$ cat config.mk
export PLATFORM = sky130hd
export DESIGN_NAME = dual_dptr_unit
export DESIGN_NICKNAME = d
export VERILOG_FILES = /design/src/rtl/dual_dptr_pkg.sv /design/src/rtl/dptr_cfg.sv /design/src/rtl/dptr_route.sv /design/src/rtl/dptr_slot.sv /design/src/rtl/dual_dptr_unit.sv
export SDC_FILE = /design/constraint.sdc
export NUM_CORES = 1
export LEC_CHECK = 0
export BUFFER_PORTS_ARGS = -buffer_cell sky130_fd_sc_hd__buf_4
export CAP_MARGIN = 0
export CORE_MARGIN = 2
export CORE_UTILIZATION = 40
export DETAILED_ROUTE_END_ITERATION = 8
export PLACE_DENSITY_LB_ADDON = 0.12
export SLEW_MARGIN = 0
export SYNTH_ARGS = -nofsm -noshare
export SYNTH_HDL_FRONTEND = slang
export SYNTH_SLANG_ARGS = --single-unit
$ cat constraint.sdc
create_clock -name clk -period 3.23 [get_ports clk]
set_input_delay 0.646 -clock clk [delete_from_list [all_inputs] [get_ports clk]]
set_output_delay 0.646 -clock clk [all_outputs]
set_load 0.05 [all_outputs]
$ cat src/rtl/dual_dptr_pkg.sv
package dual_dptr_pkg;
  typedef struct packed {
    logic       upd1;
    logic       upd0;
    logic       dn1;
    logic       dn0;
    logic       sig;
    logic [1:0] rsv;
    logic       sel;
  } dptr_cfg_t;

  localparam logic [7:0] CFG_WMASK = 8'hF9;
endpackage

$ cat src/rtl/dptr_cfg.sv
module dptr_cfg
  import dual_dptr_pkg::*;
#(
  parameter logic [7:0] CFG_ADDR = 8'hA2
) (
  input  logic       clk,
  input  logic       rst_n,
  input  logic       wr_en,
  input  logic [7:0] addr,
  input  logic [7:0] wdata,
  output dptr_cfg_t  cfg_q
);
  logic hit;
  assign hit = wr_en && (addr == CFG_ADDR);

  always_ff @(posedge clk or negedge rst_n) begin
    if (!rst_n) cfg_q <= '0;
    else if (hit) cfg_q <= dptr_cfg_t'(wdata & CFG_WMASK);
  end

  AST_CFG_SEL_TAKEN: assert property (@(posedge clk) disable iff (!rst_n)
    hit |=> (cfg_q.sel == $past(wdata[0])) && (cfg_q.upd1 == $past(wdata[7])));
  AST_CFG_HOLD: assert property (@(posedge clk) disable iff (!rst_n)
    !hit |=> $stable(cfg_q));
endmodule

$ cat src/rtl/dptr_route.sv
module dptr_route
  import dual_dptr_pkg::*;
(
  input  logic       clk,
  input  logic       rst_n,
  input  dptr_cfg_t  cfg,
  input  logic       access_stb,
  input  logic       step_cmd,
  input  logic       step_alt,
  output logic [1:0] step_en,
  output logic [1:0] step_dn
);
  logic [1:0] upd_bits;
  logic [1:0] auto_hit;
  logic [1:0] cmd_hit;
  logic       cmd_tgt;

  assign upd_bits = {cfg.upd1, cfg.upd0};
  assign step_dn  = {cfg.dn1, cfg.dn0};
  assign cmd_tgt  = step_alt ? ~cfg.sel : cfg.sel;

  always_comb begin
    auto_hit = '0;
    cmd_hit  = '0;
    if (access_stb && upd_bits[cfg.sel]) auto_hit[cfg.sel] = 1'b1;
    if (step_cmd) cmd_hit[cmd_tgt] = 1'b1;
  end

  assign step_en = auto_hit | cmd_hit;

  AST_CMD_ONE_TARGET: assert property (@(posedge clk) disable iff (!rst_n)
    (step_cmd && !access_stb) |-> ($countones(step_en) == 1));
  AST_NO_STEP_IDLE: assert property (@(posedge clk) disable iff (!rst_n)
    (!step_cmd && !access_stb) |-> (step_en == 2'b00));
  AST_UPD_OFF_QUIET: assert property (@(posedge clk) disable iff (!rst_n)
    (access_stb && !step_cmd && !(cfg.sel ? cfg.upd1 : cfg.upd0)) |-> (step_en == 2'b00));
endmodule

$ cat src/rtl/dptr_slot.sv
module dptr_slot #(
  parameter int SFR_W = 8,
  parameter int PTR_W = 2 * SFR_W
) (
  input  logic             clk,
  input  logic             rst_n,
  input  logic             step_en,
  input  logic             step_dn,
  input  logic             wr_lo,
  input  logic             wr_hi,
  input  logic [SFR_W-1:0] wdata,
  output logic [PTR_W-1:0] ptr_q
);
  localparam logic [PTR_W-1:0] ONE = PTR_W'(1);

  logic [PTR_W-1:0] nxt;

  always_comb begin
    nxt = ptr_q;
    if (wr_lo || wr_hi) begin
      if (wr_lo) nxt[SFR_W-1:0] = wdata;
      if (wr_hi) nxt[PTR_W-1:SFR_W] = wdata;
    end else if (step_en) begin
      nxt = step_dn ? (ptr_q - ONE) : (ptr_q + ONE);
    end
  end

  always_ff @(posedge clk or negedge rst_n) begin
    if (!rst_n) ptr_q <= '0;
    else        ptr_q <= nxt;
  end

  AST_WR_BEATS_STEP: assert property (@(posedge clk) disable iff (!rst_n)
    (wr_lo && !wr_hi && step_en) |=>
      (ptr_q[SFR_W-1:0] == $past(wdata)) &&
      (ptr_q[PTR_W-1:SFR_W] == $past(ptr_q[PTR_W-1:SFR_W])));
  AST_STEP_UP: assert property (@(posedge clk) disable iff (!rst_n)
    (step_en && !step_dn && !wr_lo && !wr_hi) |=> (ptr_q == $past(ptr_q) + ONE));
  AST_STEP_DOWN: assert property (@(posedge clk) disable iff (!rst_n)
    (step_en && step_dn && !wr_lo && !wr_hi) |=> (ptr_q == $past(ptr_q) - ONE));
  AST_PTR_HOLD: assert property (@(posedge clk) disable iff (!rst_n)
    (!step_en && !wr_lo && !wr_hi) |=> $stable(ptr_q));
endmodule

$ cat src/rtl/dual_dptr_unit.sv
module dual_dptr_unit
  import dual_dptr_pkg::*;
#(
  parameter int         SFR_W    = 8,
  parameter int         PTR_W    = 2 * SFR_W,
  parameter logic [7:0] CFG_ADDR = 8'hA2,
  parameter logic [7:0] LO_ADDR  = 8'h82,
  parameter logic [7:0] HI_ADDR  = 8'h83
) (
  input  logic             clk,
  input  logic             rst_n,
  input  logic             access_stb,
  input  logic             step_cmd,
  input  logic             step_alt,
  input  logic             sfr_wr,
  input  logic [7:0]       sfr_addr,
  input  logic [SFR_W-1:0] sfr_wdata,
  output logic [SFR_W-1:0] sfr_rdata,
  output logic [PTR_W-1:0] dptr_act,
  output logic [PTR_W-1:0] dptr_alt,
  output logic             sig_sel
);
  localparam int NPTR = 2;

  dptr_cfg_t        cfg;
  logic [NPTR-1:0]  step_en;
  logic [NPTR-1:0]  step_dn;
  logic [PTR_W-1:0] ptr [NPTR];

  dptr_cfg #(.CFG_ADDR(CFG_ADDR)) u_cfg (
    .clk   (clk),
    .rst_n (rst_n),
    .wr_en (sfr_wr),
    .addr  (sfr_addr),
    .wdata (8'(sfr_wdata)),
    .cfg_q (cfg)
  );

  dptr_route u_route (
    .clk        (clk),
    .rst_n      (rst_n),
    .cfg        (cfg),
    .access_stb (access_stb),
    .step_cmd   (step_cmd),
    .step_alt   (step_alt),
    .step_en    (step_en),
    .step_dn    (step_dn)
  );

  for (genvar i = 0; i < NPTR; i++) begin : g_slot
    logic mine;
    assign mine = (cfg.sel == 1'(i));
    dptr_slot #(.SFR_W(SFR_W), .PTR_W(PTR_W)) u_slot (
      .clk     (clk),
      .rst_n   (rst_n),
      .step_en (step_en[i]),
      .step_dn (step_dn[i]),
      .wr_lo   (sfr_wr && mine && (sfr_addr == LO_ADDR)),
      .wr_hi   (sfr_wr && mine && (sfr_addr == HI_ADDR)),
      .wdata   (sfr_wdata),
      .ptr_q   (ptr[i])
    );
  end

  assign dptr_act = cfg.sel ? ptr[1] : ptr[0];
  assign dptr_alt = cfg.sel ? ptr[0] : ptr[1];
  assign sig_sel  = cfg.sig;

  always_comb begin
    sfr_rdata = '0;
    if (sfr_addr == CFG_ADDR)     sfr_rdata = SFR_W'(cfg);
    else if (sfr_addr == LO_ADDR) sfr_rdata = dptr_act[SFR_W-1:0];
    else if (sfr_addr == HI_ADDR) sfr_rdata = dptr_act[PTR_W-1:SFR_W];
  end

  AST_RSVD_READ_ZERO: assert property (@(posedge clk) disable iff (!rst_n)
    (sfr_addr == CFG_ADDR) |-> (sfr_rdata[2:1] == 2'b00));
  AST_SIG_FOLLOWS_WRITE: assert property (@(posedge clk) disable iff (!rst_n)
    (sfr_wr && sfr_addr == CFG_ADDR) |=> (sig_sel == $past(sfr_wdata[3])));
  AST_LO_WRITE_SEEN: assert property (@(posedge clk) disable iff (!rst_n)
    (sfr_wr && sfr_addr == LO_ADDR) |=> (dptr_act[SFR_W-1:0] == $past(sfr_wdata)));
endmodule

After elaboration in Yosys (flattened, before gate mapping)
Cells that the tools add are included.

word-level totals
  flip-flop bits (word level) = 38
  input bits = 22
  output and inout port bits = 41
  word-level logic and storage cells = 69

cells by class
  $add $sub $neg = 4
  magnitude comparators = 4
  equal/unequal tests = 7
  mux-type cells = 24
  bitwise operators = 2
  reduce and logical (&&, ||, !) cells = 18

operator list
  cell                                                                     number
  16-bit 2-to-1 mux                                                        8
  8-bit 2-to-1 mux                                                         7
  16-bit by 1-bit adder with 16-bit output, second input constant          2
  16-bit by 1-bit subtractor with 16-bit output, second input constant     2
  8-bit == test, second input constant                                     3
  1-bit logical AND                                                        10
  2-bit by 1-bit inequality test with 1-bit output, second input constant  4
  2-bit AND reduction                                                      4
  1-bit 2-to-1 mux                                                         5
  1-bit by 2-bit < comparator with 1-bit output, second input constant     2
  2-bit 2-to-1 mux                                                         2
  2-bit nonzero test                                                       2
  1-bit demux with 1-bit select                                            2
  1-bit >= comparator, second input constant                               2
  1-bit logical OR                                                         2
  2-bit bitwise OR                                                         1
  1-bit NOT                                                                1

Longest topological paths before layout
  word-level depth = 10
  mapped depth = 9

By module
A second synthesis with hierarchy kept.

unflattened totals
  cell total of the unflattened synthesis = 447
  area, all modules = 3945.0 sq um

by module, submodules not included
  module          times used  cells each  area an instance (sq um)  sequential area each (sq um)
  dptr_slot       2           174         1477.7                    400.4
  dual_dptr_unit  1           72          629.4                     0.0
  dptr_cfg        1           19          295.3                     150.1
  dptr_route      1           8           65.1                      0.0

Worst setup path before layout
OpenSTA, ideal clock, no wires.

  kind = reg-to-output
  start = reg u_cfg.cfg_q[0] in the netlist's numbering
  end = out sfr_rdata[7]
  data arrival time = 3.024 ns
  setup slack = -0.440 ns
  cell stages (with the launch flop) = 7
  buffers on the path = 3
  path through = dfrtp_1 buf_2 buf_1 clkbuf_1 o21ai_0 a21oi_1 nor2_1

on the way
  longest elaborated chain between the ends = 4

RTL lines
  item                    line                  text
  start, declared         dptr_cfg.sv:11        output dptr_cfg_t cfg_q
  start signal, assigned  dptr_cfg.sv:18        else if (hit) cfg_q <= dptr_cfg_t'(wdata & CFG_WMASK);
  16-bit 2-to-1 mux       dual_dptr_unit.sv:65  assign dptr_act = cfg.sel ? ptr[1] : ptr[0];
  net dptr_act[15]        dual_dptr_unit.sv:19  output logic [PTR_W-1:0] dptr_act,
  8-bit 2-to-1 mux        dual_dptr_unit.sv:73  else if (sfr_addr == HI_ADDR) sfr_rdata = dptr_act[PTR_W-1:SFR_W];
  8-bit 2-to-1 mux        dual_dptr_unit.sv:72  else if (sfr_addr == LO_ADDR) sfr_rdata = dptr_act[SFR_W-1:0];
  8-bit 2-to-1 mux        dual_dptr_unit.sv:71  if (sfr_addr == CFG_ADDR) sfr_rdata = SFR_W'(cfg);
  end, declared           dual_dptr_unit.sv:18  output logic [SFR_W-1:0] sfr_rdata,

The timed path passes the listed nets, and every way through them passes these cells.

Worst setup path in the final report
  start = reg u_cfg.cfg_q[0] in the netlist's numbering
  end = out sfr_rdata[2]

on the way
  longest elaborated chain between the ends = 4

RTL lines
  item                 line
  16-bit 2-to-1 mux *  dual_dptr_unit.sv:65
  8-bit 2-to-1 mux     dual_dptr_unit.sv:73
  8-bit 2-to-1 mux *   dual_dptr_unit.sv:72
  8-bit 2-to-1 mux *   dual_dptr_unit.sv:71

Mark *: on every way between the ends. The rest lies on a longest branch, timed or not.

==> flow_metrics.py <==
metrics = {
    "floorplanning": {
        "dieHeight_um": 101.0,
        "fp.dieW_um": 101.0,
        "ioPinCount": 63,
        "dieArea_um2": 10190,
        "start_util_pct": 40.90,
        "rows": 35,
        "coreArea_um2": 9196,
    },
    "logic_synthesis": {
        "muxShareOfSynthArea_pct": 16.57,
        "syn_avg_cell_area_um2": 8.567,
        "ys_seq_area_share_pct": 25.28,
        "ys_ff_latch": 38,
        "synth_top_family_by_area": "compound AO/OA/AOI/OAI gates",
        "yosys_warnings": 0,
        "synth-simple-area-share_pct": 16.53,
        "synth_compound_area_share_pct": 22.36,
        "synth_area_um2": 3761,
        "synth_edf_count": 0,
        "post_synth_num_cell_types": 50,
        "syn_nets": 491,
        "synth_adder_area_share_pct": 10.38,
        "synth_cells": 439,
        "synth-xor-area-share_pct": 6.055,
        "synth_top_flop_cell": "dfrtp_1",
        "synth-async-reset-ratio_pct": 100.0,
    },
    "drt": {
        "post_drt_wl_per_cell_um": 19.11,
        "wirelength_um": 11620,
        "drtPass1Iterations": 6,
        "drt_iter0_drc": 203,
        "via_per_inst": 5.836,
        "route.detailed.drc": 0,
        "num_vias": 3548,
        "ant_nets": 0,
    },
    "outcome": {
        "status": "finished clean",
    },
    "sta": {
        "min_period_over_period_pct": 94.55,
        "setup_viol": 0,
        "worst_pin_slew_ns": 0.7437,
        "final_max_slew_viol_count": 0,
        "slew_headroom_pct": 50.42,
        "skew_ns": 0.004963,
        "hold_viol": 0,
        "fin_crit_ns": 3.054,
        "clock.fmax_mhz": 327.4,
        "rsz0062_at_grt": "no",
    },
    "clock_tree": {
        "root_buffer": "clkbuf_8",
        "cts.sinks": 38,
        "holdBufCountCts": 0,
        "post_cts_resized": 0,
        "cts_buffers": 5,
        "cts_setup_buffers": 0,
        "htreeDepth": 2,
        "tritoncts": "yes",
        "clkLatencyLatePin_ns": 0.29,
        "cts_buffer_depth": 2,
        "clkTransAtPathRegs_ns": 0.08,
    },
    "pwr": {
        "vdd_ir_drop_max_mv": 0.3317,
        "leakage_nw": 2.133,
        "powerDensity_nw_per_um2": 836.9,
    },
    "global_route": {
        "overflow": 0,
        "grt_pass1_vias": 3400,
        "grt_max_degree": 39,
        "antenna_found_initial": 0,
        "grt_usage_pct": 23.24,
        "grt_pass1_wl_um": 18310,
    },
    "placed_design": {
        "placedCellCount": 600,
        "hpwlAfterDp_um": 9162,
        "place.gp.congestion": 0.8365,
        "numPortBuffers": 62,
        "dpl_cell_area_um2": 4359,
    },
    "critical_path": {
        "path_common_cell": "buf_4",
        "start_kind": "flip-flop",
        "worstPathArrival_ns": 2.41,
        "critPathKind": "flip-flop to primary output",
        "cpMaxStageDelayCell": "dfrtp_1",
        "path_cells": "buf_4 > mux2_2 > mux2i_1 > nor3_2 > buf_4",
        "required_ns": 2.58,
        "cp-end-kind": "primary output",
        "r2r_slack_ns": 0.37,
        "critPathMaxStageDelay_ns": 0.83,
        "worst-path-buf-inv": 2,
        "critical_path.max_fanout": 26,
        "crit_family": "flip-flops",
    },
    "layout": {
        "layout_commonest_cell": "buf_4",
        "utilization_pct": 48.39,
        "finalNonFillerCells": 608,
        "areaGrowthSynthToFinish_pct": 18.33,
        "final_cell_mix": "buf_4, a21oi_1, nor2_1",
        "diodes": 0,
        "fin_area_um2": 4451,
        "nets": 548,
        "final_layout_size_suffix_gt1_share_pct": 25.96,
    },
    "worst_hold_path": {
        "hold_class": "input pin to asynchronous set/reset pin",
    },
    "flow_run": {
        "max-cap-violations": 0,
    },
}
==> kinds of logic after synthesis <==
group                      after synthesis
AOI/OAI and AO/OA                      139
and+or+nand+nor                        123
muxes                                   57
DFF                                     38
adders and majority gates               30
xor gates and xnor gates                26
buffers and inverters                   26
==> cell type report <==
cell class | count | area, µm²
timing repair buffer | 72 | 540.5
multi-input combinational | 375 | 2714
fill | 915 | 4746
tap | 111 | 138.9
inverter | 4 | 15.01
clock inverter | 1 | 5.005
sequential | 38 | 950.9
clock buffer | 7 | 86.33
==> per-stage QoR <==
step | setup TNS [ns] | setup WS [ns] | power, mW | hold slack [ns]
floorplan | -0.01040 | -0.01040 | 2.675 | 0.3504
global placement | 0 | 0.3214 | 3.353 | 0.5149
global route | 0 | 0.06901 | 3.982 | 0.3472
detailed placement | 0 | 0.2853 | 3.370 | 0.5266
finish | 0 | 0.1760 | 3.724 | 0.3129
CTS | 0 | 0.1916 | 3.729 | 0.3367
==> report_power, final <==
group	leakage [nW]	total, mW	switching, mW	internal [mW]
clock	0.0482	0.348	0.175	0.172
combinational	1.62	2.46	1.54	0.926
sequential	0.461	0.913	0.264	0.650
total	2.13	3.72	1.98	1.75
==> Yosys cell counts, drive strengths merged (2+ instances only) <==
library cell	instances	area share, %
ha	28	9.3
buf	9	1.1
or3	4	0.67
a211oi	4	0.80
inv	4	0.40
o21ai	28	3.7
or4b	2	0.53
clkbuf	13	1.3
xor2	15	3.5
or2	2	0.40
nor2	44	4.4
dfrtp	38	25
or4	2	0.40
a21o	16	3.2
o21a	3	0.60
nand2	31	3.1
and3	11	1.8
o22ai	2	0.33
a21oi	59	8.0
nand3b	2	0.40
nand4	5	0.83
a21boi	2	0.40
a31oi	9	1.5
o21bai	3	0.90
o31ai	2	0.40
nand2b	3	0.50
mux2	42	13
nor4b	2	1.3
nand3	5	0.67
fa	2	1.1
nor3	5	0.67
nor2b	3	0.50
mux2i	15	4.0
xnor2	11	2.6
o211ai	2	0.40
==> metal layers <==
layer,part of all wire [%],vias to the layer above,global-route usage (%)
met5,0,-,0
met1,46,1722,32.10
met2,49,73,39.03
li1,-,1739,-
met3,2.6,14,2.080
met4,2.1,0,6.237
==> state kept, by name, indices dropped and copies added, names as in the netlist <==
register	flops
g_slot.u_slot.ptr_q	32
u_cfg.cfg_q	6
==> worst paths after layout <==
check / endpoint / start / depth (start not counted)
min reg2reg: u_cfg.cfg_q[7] / u_cfg.cfg_q[7] / 1
min in group clk: u_cfg.cfg_q[7] / u_cfg.cfg_q[7] / 1
max in group asynchronous: g_slot[0].u_slot.ptr_q[11] / rst_n / 1
max reg2reg: g_slot[0].u_slot.ptr_q[15] / u_cfg.cfg_q[4] / 8
max: sfr_rdata[2] / u_cfg.cfg_q[0] / 5
min: u_cfg.cfg_q[4] / rst_n / 1
Note: power is estimated with default switching activity, not from simulation.
